===== config.mk =====
export PLATFORM = sky130hd
export DESIGN_NAME = uart_irq_ident
export DESIGN_NICKNAME = d
export VERILOG_FILES = /design/src/rtl/uirq_pkg.sv /design/src/rtl/uirq_enable_reg.sv /design/src/rtl/uirq_txe_track.sv /design/src/rtl/uirq_pend_latch.sv /design/src/rtl/uirq_prio_enc.sv /design/src/rtl/uart_irq_ident.sv
export SDC_FILE = /design/constraint.sdc
export NUM_CORES = 1
export LEC_CHECK = 0
export CORE_ASPECT_RATIO = 0.9
export CORE_MARGIN = 1
export CORE_UTILIZATION = 34
export CTS_CLUSTER_SIZE = 14
export DETAILED_ROUTE_END_ITERATION = 10
export PLACE_DENSITY = 0.81
export SKIP_LAST_GASP = 1
export SLEW_MARGIN = 20
export SYNTH_ARGS = -nofsm -noshare
export SYNTH_HDL_FRONTEND = slang
export SYNTH_SLANG_ARGS = --single-unit

===== constraint.sdc =====
create_clock -name clk -period 2.5 [get_ports clk]
set_input_delay 0.5 -clock clk [delete_from_list [all_inputs] [get_ports clk]]
set_output_delay 0.5 -clock clk [all_outputs]
set_load 0.02 [all_outputs]

===== src/rtl/uirq_pkg.sv =====
package uirq_pkg;

  localparam int NSRC  = 5;
  localparam int REG_W = 8;

  // Source slots, listed most urgent first
  localparam int S_LINE = 0;
  localparam int S_RXAV = 1;
  localparam int S_TMO  = 2;
  localparam int S_TXE  = 3;
  localparam int S_MDM  = 4;

  // Enable register bit positions
  localparam int EB_RX   = 0;
  localparam int EB_TX   = 1;
  localparam int EB_LINE = 2;
  localparam int EB_MDM  = 3;
  localparam logic [REG_W-1:0] EN_RSV_MASK = 8'hC0;

  localparam logic [2:0] C_LINE = 3'b011;
  localparam logic [2:0] C_RXAV = 3'b010;
  localparam logic [2:0] C_TMO  = 3'b110;
  localparam logic [2:0] C_TXE  = 3'b001;
  localparam logic [2:0] C_MDM  = 3'b000;

  // Expand the enable register into one mask bit per source slot
  function automatic logic [NSRC-1:0] src_mask(input logic [REG_W-1:0] en);
    logic [NSRC-1:0] m;
    m         = '0;
    m[S_LINE] = en[EB_LINE];
    m[S_RXAV] = en[EB_RX];
    m[S_TMO]  = en[EB_RX];
    m[S_TXE]  = en[EB_TX];
    m[S_MDM]  = en[EB_MDM];
    return m;
  endfunction

  // One-hot of the lowest set index (the most urgent request)
  function automatic logic [NSRC-1:0] first_set(input logic [NSRC-1:0] req);
    logic [NSRC-1:0] g;
    logic            taken;
    g     = '0;
    taken = 1'b0;
    for (int i = 0; i < NSRC; i++) begin
      if (req[i] && !taken) begin
        g[i]  = 1'b1;
        taken = 1'b1;
      end
    end
    return g;
  endfunction

  // Three-bit source code for a one-hot grant; 000 when empty
  function automatic logic [2:0] code_of(input logic [NSRC-1:0] g);
    logic [2:0] c;
    c = 3'b000;
    if (g[S_LINE]) c = C_LINE;
    if (g[S_RXAV]) c = C_RXAV;
    if (g[S_TMO])  c = C_TMO;
    if (g[S_TXE])  c = C_TXE;
    if (g[S_MDM])  c = C_MDM;
    return c;
  endfunction

endpackage


===== src/rtl/uirq_enable_reg.sv =====
module uirq_enable_reg
  import uirq_pkg::*;
(
  input  logic             clk,
  input  logic             rst_n,
  input  logic             wr,
  input  logic [REG_W-1:0] wdata,
  output logic [REG_W-1:0] en_q,
  output logic             tx_en_rise
);

  logic [REG_W-1:0] en_d;

  assign en_d       = wdata & ~EN_RSV_MASK;
  assign tx_en_rise = wr && wdata[EB_TX] && !en_q[EB_TX];

  always_ff @(posedge clk or negedge rst_n) begin
    if (!rst_n)  en_q <= '0;
    else if (wr) en_q <= en_d;
  end

  AST_RSV_ZERO: assert property (@(posedge clk) disable iff (!rst_n)
    (en_q & EN_RSV_MASK) == '0);

endmodule


===== src/rtl/uirq_txe_track.sv =====
module uirq_txe_track (
  input  logic clk,
  input  logic rst_n,
  input  logic tx_empty,
  input  logic tx_en_rise,
  output logic arm
);

  // Starts high so an already-empty holder after reset is not seen as an edge
  logic empty_prev;
  logic empty_rise;

  always_ff @(posedge clk or negedge rst_n) begin
    if (!rst_n) empty_prev <= 1'b1;
    else        empty_prev <= tx_empty;
  end

  assign empty_rise = tx_empty && !empty_prev;
  assign arm        = empty_rise || (tx_en_rise && tx_empty);

endmodule


===== src/rtl/uirq_pend_latch.sv =====
module uirq_pend_latch #(
  parameter int N = 5
) (
  input  logic         clk,
  input  logic         rst_n,
  input  logic [N-1:0] set,
  input  logic [N-1:0] clr,
  output logic [N-1:0] pend
);

  for (genvar i = 0; i < N; i++) begin : g_slot
    always_ff @(posedge clk or negedge rst_n) begin
      if (!rst_n)      pend[i] <= 1'b0;
      else if (set[i]) pend[i] <= 1'b1;
      else if (clr[i]) pend[i] <= 1'b0;
    end

    AST_SET_WINS: assert property (@(posedge clk) disable iff (!rst_n)
      set[i] |=> pend[i]);

    AST_CLR_DROPS: assert property (@(posedge clk) disable iff (!rst_n)
      (clr[i] && !set[i]) |=> !pend[i]);
  end

endmodule


===== src/rtl/uirq_prio_enc.sv =====
module uirq_prio_enc
  import uirq_pkg::*;
(
  input  logic [NSRC-1:0] req,
  output logic [NSRC-1:0] grant,
  output logic [2:0]      code,
  output logic            any
);

  assign grant = first_set(req);
  assign code  = code_of(grant);
  assign any   = |req;

endmodule


===== src/rtl/uart_irq_ident.sv =====
module uart_irq_ident
  import uirq_pkg::*;
(
  input  logic             clk,
  input  logic             rst_n,
  input  logic             ev_line,
  input  logic             ev_rxav,
  input  logic             ev_tmo,
  input  logic             tx_empty,
  input  logic             ev_modem,
  input  logic             en_wr,
  input  logic [REG_W-1:0] en_wdata,
  input  logic             rd_ident,
  input  logic             rd_line,
  input  logic             rd_rxbuf,
  input  logic             rd_modem,
  input  logic             wr_txhold,
  input  logic [1:0]       fifo_state,
  input  logic             fifo_deep,
  output logic [REG_W-1:0] en_q,
  output logic             irq,
  output logic [REG_W-1:0] ident
);

  logic            tx_en_rise;
  logic            txe_arm;
  logic [NSRC-1:0] src_set;
  logic [NSRC-1:0] src_clr;
  logic [NSRC-1:0] pend;
  logic [NSRC-1:0] pend_en;
  logic [NSRC-1:0] grant;
  logic [2:0]      code;
  logic            any;
  logic            txe_shown_read;

  uirq_enable_reg u_en (
    .clk        (clk),
    .rst_n      (rst_n),
    .wr         (en_wr),
    .wdata      (en_wdata),
    .en_q       (en_q),
    .tx_en_rise (tx_en_rise)
  );

  uirq_txe_track u_txe (
    .clk        (clk),
    .rst_n      (rst_n),
    .tx_empty   (tx_empty),
    .tx_en_rise (tx_en_rise),
    .arm        (txe_arm)
  );

  assign txe_shown_read = rd_ident && grant[S_TXE];

  always_comb begin
    src_set         = '0;
    src_set[S_LINE] = ev_line;
    src_set[S_RXAV] = ev_rxav;
    src_set[S_TMO]  = ev_tmo;
    src_set[S_TXE]  = txe_arm;
    src_set[S_MDM]  = ev_modem;

    src_clr         = '0;
    src_clr[S_LINE] = rd_line;
    src_clr[S_RXAV] = rd_rxbuf;
    src_clr[S_TMO]  = rd_rxbuf;
    src_clr[S_TXE]  = wr_txhold || txe_shown_read;
    src_clr[S_MDM]  = rd_modem;
  end

  uirq_pend_latch #(.N(NSRC)) u_pend (
    .clk   (clk),
    .rst_n (rst_n),
    .set   (src_set),
    .clr   (src_clr),
    .pend  (pend)
  );

  assign pend_en = pend & src_mask(en_q);

  uirq_prio_enc u_enc (
    .req   (pend_en),
    .grant (grant),
    .code  (code),
    .any   (any)
  );

  assign irq   = any;
  assign ident = {fifo_state, fifo_deep, 1'b0, code, ~any};

  AST_ONE_GRANT: assert property (@(posedge clk) disable iff (!rst_n)
    $onehot0(grant));

  AST_LINE_FIRST: assert property (@(posedge clk) disable iff (!rst_n)
    (pend[S_LINE] && en_q[EB_LINE]) |-> (ident[3:1] == C_LINE));

  AST_MASKED_QUIET: assert property (@(posedge clk) disable iff (!rst_n)
    ((pend & src_mask(en_q)) == '0) |-> (ident[0] && !irq));

  AST_TXE_ARMS: assert property (@(posedge clk) disable iff (!rst_n)
    txe_arm |=> pend[S_TXE]);

  AST_IDENT_RELEASE: assert property (@(posedge clk) disable iff (!rst_n)
    (rd_ident && !ident[0] && ident[3:1] == C_TXE && !txe_arm) |=> !pend[S_TXE]);

endmodule


; After elaboration in Yosys (flattened, before gate mapping)
; Cells that the tools add are included.
; W data, S select, Z words.
[totals]
input_bits = 24
regBits = 12
out_inout_bits = 17
[classes]
n_mux = 22
bitwise_logic = 2
reduce_logical = 23
[op_table]
columns = cell, n
row1 = $mux W1, 17
row2 = $reduce_bool A2 Y1, 5
row3 = $logic_and A1 B1 Y1, 9
row4 = $mux W3, 3
row5 = $logic_not A1 Y1, 6
row6 = $and A5 B5 Y5, 1
row7 = $reduce_or A5 Y1, 1
row8 = $mux W2, 2
row9 = $logic_or A1 B1 Y1, 2
row10 = $not A1 Y1, 1

; Depth between registers and ports, before layout
; Gate-level depths: netlist of the first run.
[logic_depth]
word_depth = 15
ltp_mapped = 4
depth_no_buf = 3

; By module
; Synthesis of the first run repeated with hierarchy kept, for this count alone.
[unflattened]
hier_cells = 58
area_unflattened_um2 = 648.1
[by_module_without_submodules]
columns = module, cells_each, seq_area_each_um2, instances, area_each_um2
row1 = uirq_enable_reg, 17, 150.1, 1, 280.3
row2 = uirq_pend_latch, 15, 125.1, 1, 181.4
row3 = uart_irq_ident, 12, 0.0, 1, 76.3
row4 = uirq_prio_enc, 11, 0.0, 1, 72.6
row5 = uirq_txe_track, 3, 26.3, 1, 37.5

; Worst setup path after synthesis of the first run
; No wires, ideal clock.
[synth_path]
kind = reg2out
startpoint = register u_en.en_q[2]
endpoint = output port ident[1]
slack_ns = 0.708
required_ns = 2.000
path_stages_with_launch = 4
t_arrival_ns = 1.292
cell_sequence = dfrtp_1 -> nand2_1 -> nand2_1 -> o21ai_0
[synth_via]
elab_chain_len = 15
[synth_lines]
columns = item, line_no
row1 = "start, declared", uirq_enable_reg.sv:8  ; output logic [REG_W-1:0] en_q,
row2 = "start signal, assigned", uirq_enable_reg.sv:19  ; else if (wr) en_q <= en_d;
row3 = $and A5 B5 Y5 (*), uart_irq_ident.sv:79  ; assign pend_en = pend & src_mask(en_q);
row4 = $mux W1 (*), uirq_pkg.sv:45  ; if (req[i] && !taken) begin
row5 = $logic_not A1 Y1, uirq_pkg.sv:45
row6 = $logic_and A1 B1 Y1, uirq_pkg.sv:45
row7 = $mux W1, uirq_pkg.sv:45
row8 = $logic_not A1 Y1, uirq_pkg.sv:45
row9 = $logic_and A1 B1 Y1, uirq_pkg.sv:45
row10 = $mux W1, uirq_pkg.sv:45
row11 = $logic_not A1 Y1, uirq_pkg.sv:45
row12 = $logic_and A1 B1 Y1, uirq_pkg.sv:45
row13 = $mux W1, uirq_pkg.sv:45
row14 = $logic_not A1 Y1, uirq_pkg.sv:45
row15 = $logic_and A1 B1 Y1, uirq_pkg.sv:45
row16 = $mux W1, uirq_pkg.sv:45
row17 = $mux W3 (*), uirq_pkg.sv:61  ; if (g[S_MDM]) c = C_MDM;
row18 = "end, declared", uart_irq_ident.sv:22  ; output logic [REG_W-1:0] ident
; Every way passes the cells marked *; elsewhere a longest branch is shown, timed or not.

; Worst setup path in the final report of the first run
[layout_path]
startpoint = register u_pend.pend[1]
endpoint = output port ident[1]
[layout_via]
elab_chain_len = 13
[layout_lines]
columns = item, line_no
row1 = "start, declared", uirq_pend_latch.sv:8  ; output logic [N-1:0] pend
row2 = "start signal, assigned by index", uirq_pend_latch.sv:13  ; if (!rst_n) pend[i] <= 1'b0;
row3 = "start signal, assigned by index", uirq_pend_latch.sv:14  ; else if (set[i]) pend[i] <= 1'b1;
row4 = "start signal, assigned by index", uirq_pend_latch.sv:15  ; else if (clr[i]) pend[i] <= 1'b0;
row5 = $and A5 B5 Y5 (*), uart_irq_ident.sv:79
row6 = $logic_and A1 B1 Y1 (*), uirq_pkg.sv:45
row7 = $mux W1, uirq_pkg.sv:45
row8 = $logic_not A1 Y1, uirq_pkg.sv:45
row9 = $logic_and A1 B1 Y1, uirq_pkg.sv:45
row10 = $mux W1, uirq_pkg.sv:45
row11 = $logic_not A1 Y1, uirq_pkg.sv:45
row12 = $logic_and A1 B1 Y1, uirq_pkg.sv:45
row13 = $mux W1, uirq_pkg.sv:45
row14 = $logic_not A1 Y1, uirq_pkg.sv:45
row15 = $logic_and A1 B1 Y1, uirq_pkg.sv:45
row16 = $mux W1, uirq_pkg.sv:45
row17 = $mux W3 (*), uirq_pkg.sv:61
; Marked as above.

==> results.md, run 1 <==
- Result of the run: finished with violations
- Violations in the final reports: DRC
- Number of buffers created by CTS: 3
- Shortest period the worst path allows: 2220 ps
- Worst hold path depth: 1
- Worst ir drop on vdd: 344 uV
- Max-slew headroom: 65.2%
- Cells after Synth: 49
- Ys flop type: sky130_fd_sc_hd__dfrtp_1
- Via count of the first global-routing pass: 430
- Reg-to-reg endpoint: u_pend.pend[3]$_DFFE_PN0P_
- Cell area after synthesis: 539 um^2
- DR WL/cell: 11.9 um
- Number of endpoints with negative hold slack in the final report: 0
- Floorplan die area: 1750 um^2
- Actual transition at the worst max-transition pin: 520 ps
- Portion of total power attributed to combinational logic: 25.8%
- Leak: 0.381 nW
- Boundary pin count: 41
- Post-synthesis cell type count: 16
- Classification of the worst-slack hold path: register to register
- Area occupied by multi-input gates: 173 um^2
- Unrepaired setup endpoints after global routing: no
- Proportion of layout cells with a drive suffix above 1: 15.6%
- Global route overflow: 0
- Final critical-path share of the clock period: 89.0%
- Max Fanout on Critical Path: 3
- Final setup fails: 0
- Die height: 39.8 um
- Number of warnings reported in the yosys synthesis log: 0
- Number of max-slew violations in the final report: 0
- Largest net degree at the start of global routing: 13
- Post-synthesis sequential element count: 12
- Number of antenna violations at the first check in global routing: 0
- Most area-consuming cells after synthesis: sky130_fd_sc_hd__dfrtp_1 (51%), sky130_fd_sc_hd__mux2_2 (10%), sky130_fd_sc_hd__buf_4 (8.4%)
- Clock sink total: 12
- Kind of end point of the critical path: output port
- Clock latency of the later-clocked register in the worst-skew pair: 270 ps
- Yosys top cell by area: sky130_fd_sc_hd__dfrtp_1
- Startpoint types: register
- Net Switching: 0.134 mW
- Most frequent cell after synthesis: sky130_fd_sc_hd__dfrtp_1
- Number of setup buffers added after CTS: 0
- 1st-iter DRT viols: 6
- Row cnt: 13
- Routability-driven placement congestion ratio: 0.662
- Share of async-settable or async-resettable flops after synthesis: 100%
- # resized after CTS: 0
- First drt pass iteration count: 9
- Least setup slack across all paths after layout: 275 ps
- FILL cells: 128
- Count of flip-flops with a built-in enable after synthesis: 0
- Leading cell types by count after synthesis: sky130_fd_sc_hd__dfrtp_1 (11), sky130_fd_sc_hd__buf_4 (6), sky130_fd_sc_hd__inv_1 (6)
- DRC viols: 1
- Pint: 0.372 mW
- Synth top area share: 51.0%
- Largest clock skew in the final design: 1.74 ps
- Antenna Violating Nets Remaining: 0
- Seq pwr share: 44.1%
- Fraction of power spent switching nets: 26.5%
- Buffer levels on the longest clock path: 2
- Wire length reported by the detailed router: 1100 um
- Portion of total power attributed to the clock network: 30.1%
- Sum of negative setup slack: 0 ps
- Chip Width: 44.0 um
- Antenna diode instance count: 0
- Clock root buffer: sky130_fd_sc_hd__clkbuf_4
- Count of input and output buffers: 29
- MaxCap Viol Count: 0
- Sum of net half-perimeters after detailed placement: 876 um
- Average size of a mapped cell: 11.0 um^2
- Required time at the worst-slack endpoint: 2000 ps
- PwrDens: 601 nW/um^2
- Worst Hold Endpoint: u_pend.pend[0]$_DFFE_PN0P_
- CTS tree: done
- Area Growth Syn to Fin: 56.1%
- Nets: 102
- Core area: 1460 um^2
- H-tree depth: 1
- Total GRT Usage: 15.2%
- Dpl cell area: 806 um^2
- Starting utilization of the core area: 36.8%
- Detailed-route via count: 436
- RR Startpoint: u_pend.pend[1]$_DFFE_PN0P_
- Hold slack final: 480 ps
- Sequential cell area fraction in the yosys report: 55.9%
- Data arrival, critical path: 1720 ps
- Place WS: 568 ps
- Clk slew on worst S/H paths: 70 ps
- Timing-limited maximum frequency: 450 MHz
- Final core area utilization: 57.5%
- Slack of the worst reg-to-reg path: 1410 ps
- Area of all placed cells without fillers: 842 um^2
- Post-DR vias/cell: 4.74
- First-pass GRT wire length: 1810 um
- R2r worst-path depth: 3
- Combined flip-flop and latch cell area: 302 um^2
- Type of the worst setup path: register to output port
- Post-CTS Hold Buffers: 0
- Worst hold start: u_pend.pend[0]$_DFFE_PN0P_
-- logic make-up (layout without fill, tap and decap cells) --
group                  Yosys count  after routing  share of synthesized area, %
AO/OA/AOI/OAI                    9              9                          12.1
buffers and inverters           13             39                          13.5
flip-flops                      12             12                          55.9
multiplexers                     5              5                          10.4
other                            1              3                         0.695
AND/OR/NAND/NOR                  9              9                          7.42
-- per-stage QoR --
step / total power [mW] / std cells
2_1_floorplan: 0.293 / 51
3_3_place_gp: 0.356 / 88
3_5_place_dp: 0.358 / 88
4_1_cts: 0.514 / 92
5_1_grt: 0.532 / 92
6_report: 0.506 / 92
-- cell type report --
cell class / count / share of cell area [%]
inverters: 6 / 2.67
multi-input cells: 26 / 20.5
clock buffers: 4 / 4.31
flip-flops and latches: 12 / 35.8
repair buffers: 29 / 34.5
well taps: 15 / 2.23
-- registers in the layout (all words and copies together) (netlist names) --
signal / cells
u_en.en_q: 6
u_txe.empty_prev: 1
u_pend.pend: 5
-- layer usage --
metal  vias up  part of all wire (%)  track usage, %
met5         -                     0               0
met4         0                     0            7.58
met3         0                   7.6            2.76
met2        22                    52            27.6
met1       205                    41            17.4
li1        209                     -               -
-- critical path, cell delays in order, from the launching register on --
cell                              delay (ps)
sky130_fd_sc_hd__dfrtp_1                 410
sky130_fd_sc_hd__o21ai_2                 190
sky130_fd_sc_hd__nand2_1                  90
sky130_fd_sc_hd__o21ai_0                 150
sky130_fd_sc_hd__clkdlybuf4s50_1         620
-- power by group through the flow --
stage	clock (mW)	combinational, mW	sequential (mW)
after floorplan	0	0.0561	0.237
after global placement	0	0.130	0.226
after detailed placement	0	0.131	0.227
after CTS	0.159	0.132	0.223
after global routing	0.166	0.140	0.226
final	0.152	0.130	0.223
-- worst max-delay path by stage --
stage,end,start
after floorplan,ident[1],u_en.en_q[2]$_DFFE_PN0P_
after global placement,ident[1],u_pend.pend[1]$_DFFE_PN0P_
after detailed placement,ident[1],u_pend.pend[1]$_DFFE_PN0P_
after CTS,ident[1],u_pend.pend[1]$_DFFE_PN0P_
after global routing,ident[1],u_pend.pend[1]$_DFFE_PN0P_
final,ident[1],u_pend.pend[1]$_DFFE_PN0P_
-- placed cells by master (no fill, tap or decap), drive strengths merged, types with 2 or more instances in the layout --
| cell | count |
|---|---|
| a21o | 4 |
| clkbuf | 4 |
| clkdlybuf4s50 | 29 |
| conb | 3 |
| dfrtp | 11 |
| inv | 6 |
| mux2 | 5 |
| nand2 | 5 |
| nand4 | 2 |
| o21ai | 4 |
Power figures use the tool's default switching activity.
==> run 2, diff against run 1 <==
--- a/config.mk
+++ b/config.mk
@@ -10,6 +10,8 @@
 export CORE_UTILIZATION = 34
 export CTS_CLUSTER_SIZE = 14
 export DETAILED_ROUTE_END_ITERATION = 10
+export GPL_ROUTABILITY_DRIVEN = 0
+export HOLD_SLACK_MARGIN = 0.03
 export PLACE_DENSITY = 0.81
 export SKIP_LAST_GASP = 1
 export SLEW_MARGIN = 20
==> results of run 2 <==
Final layout, timing and power as in run 1 (identical DEF).
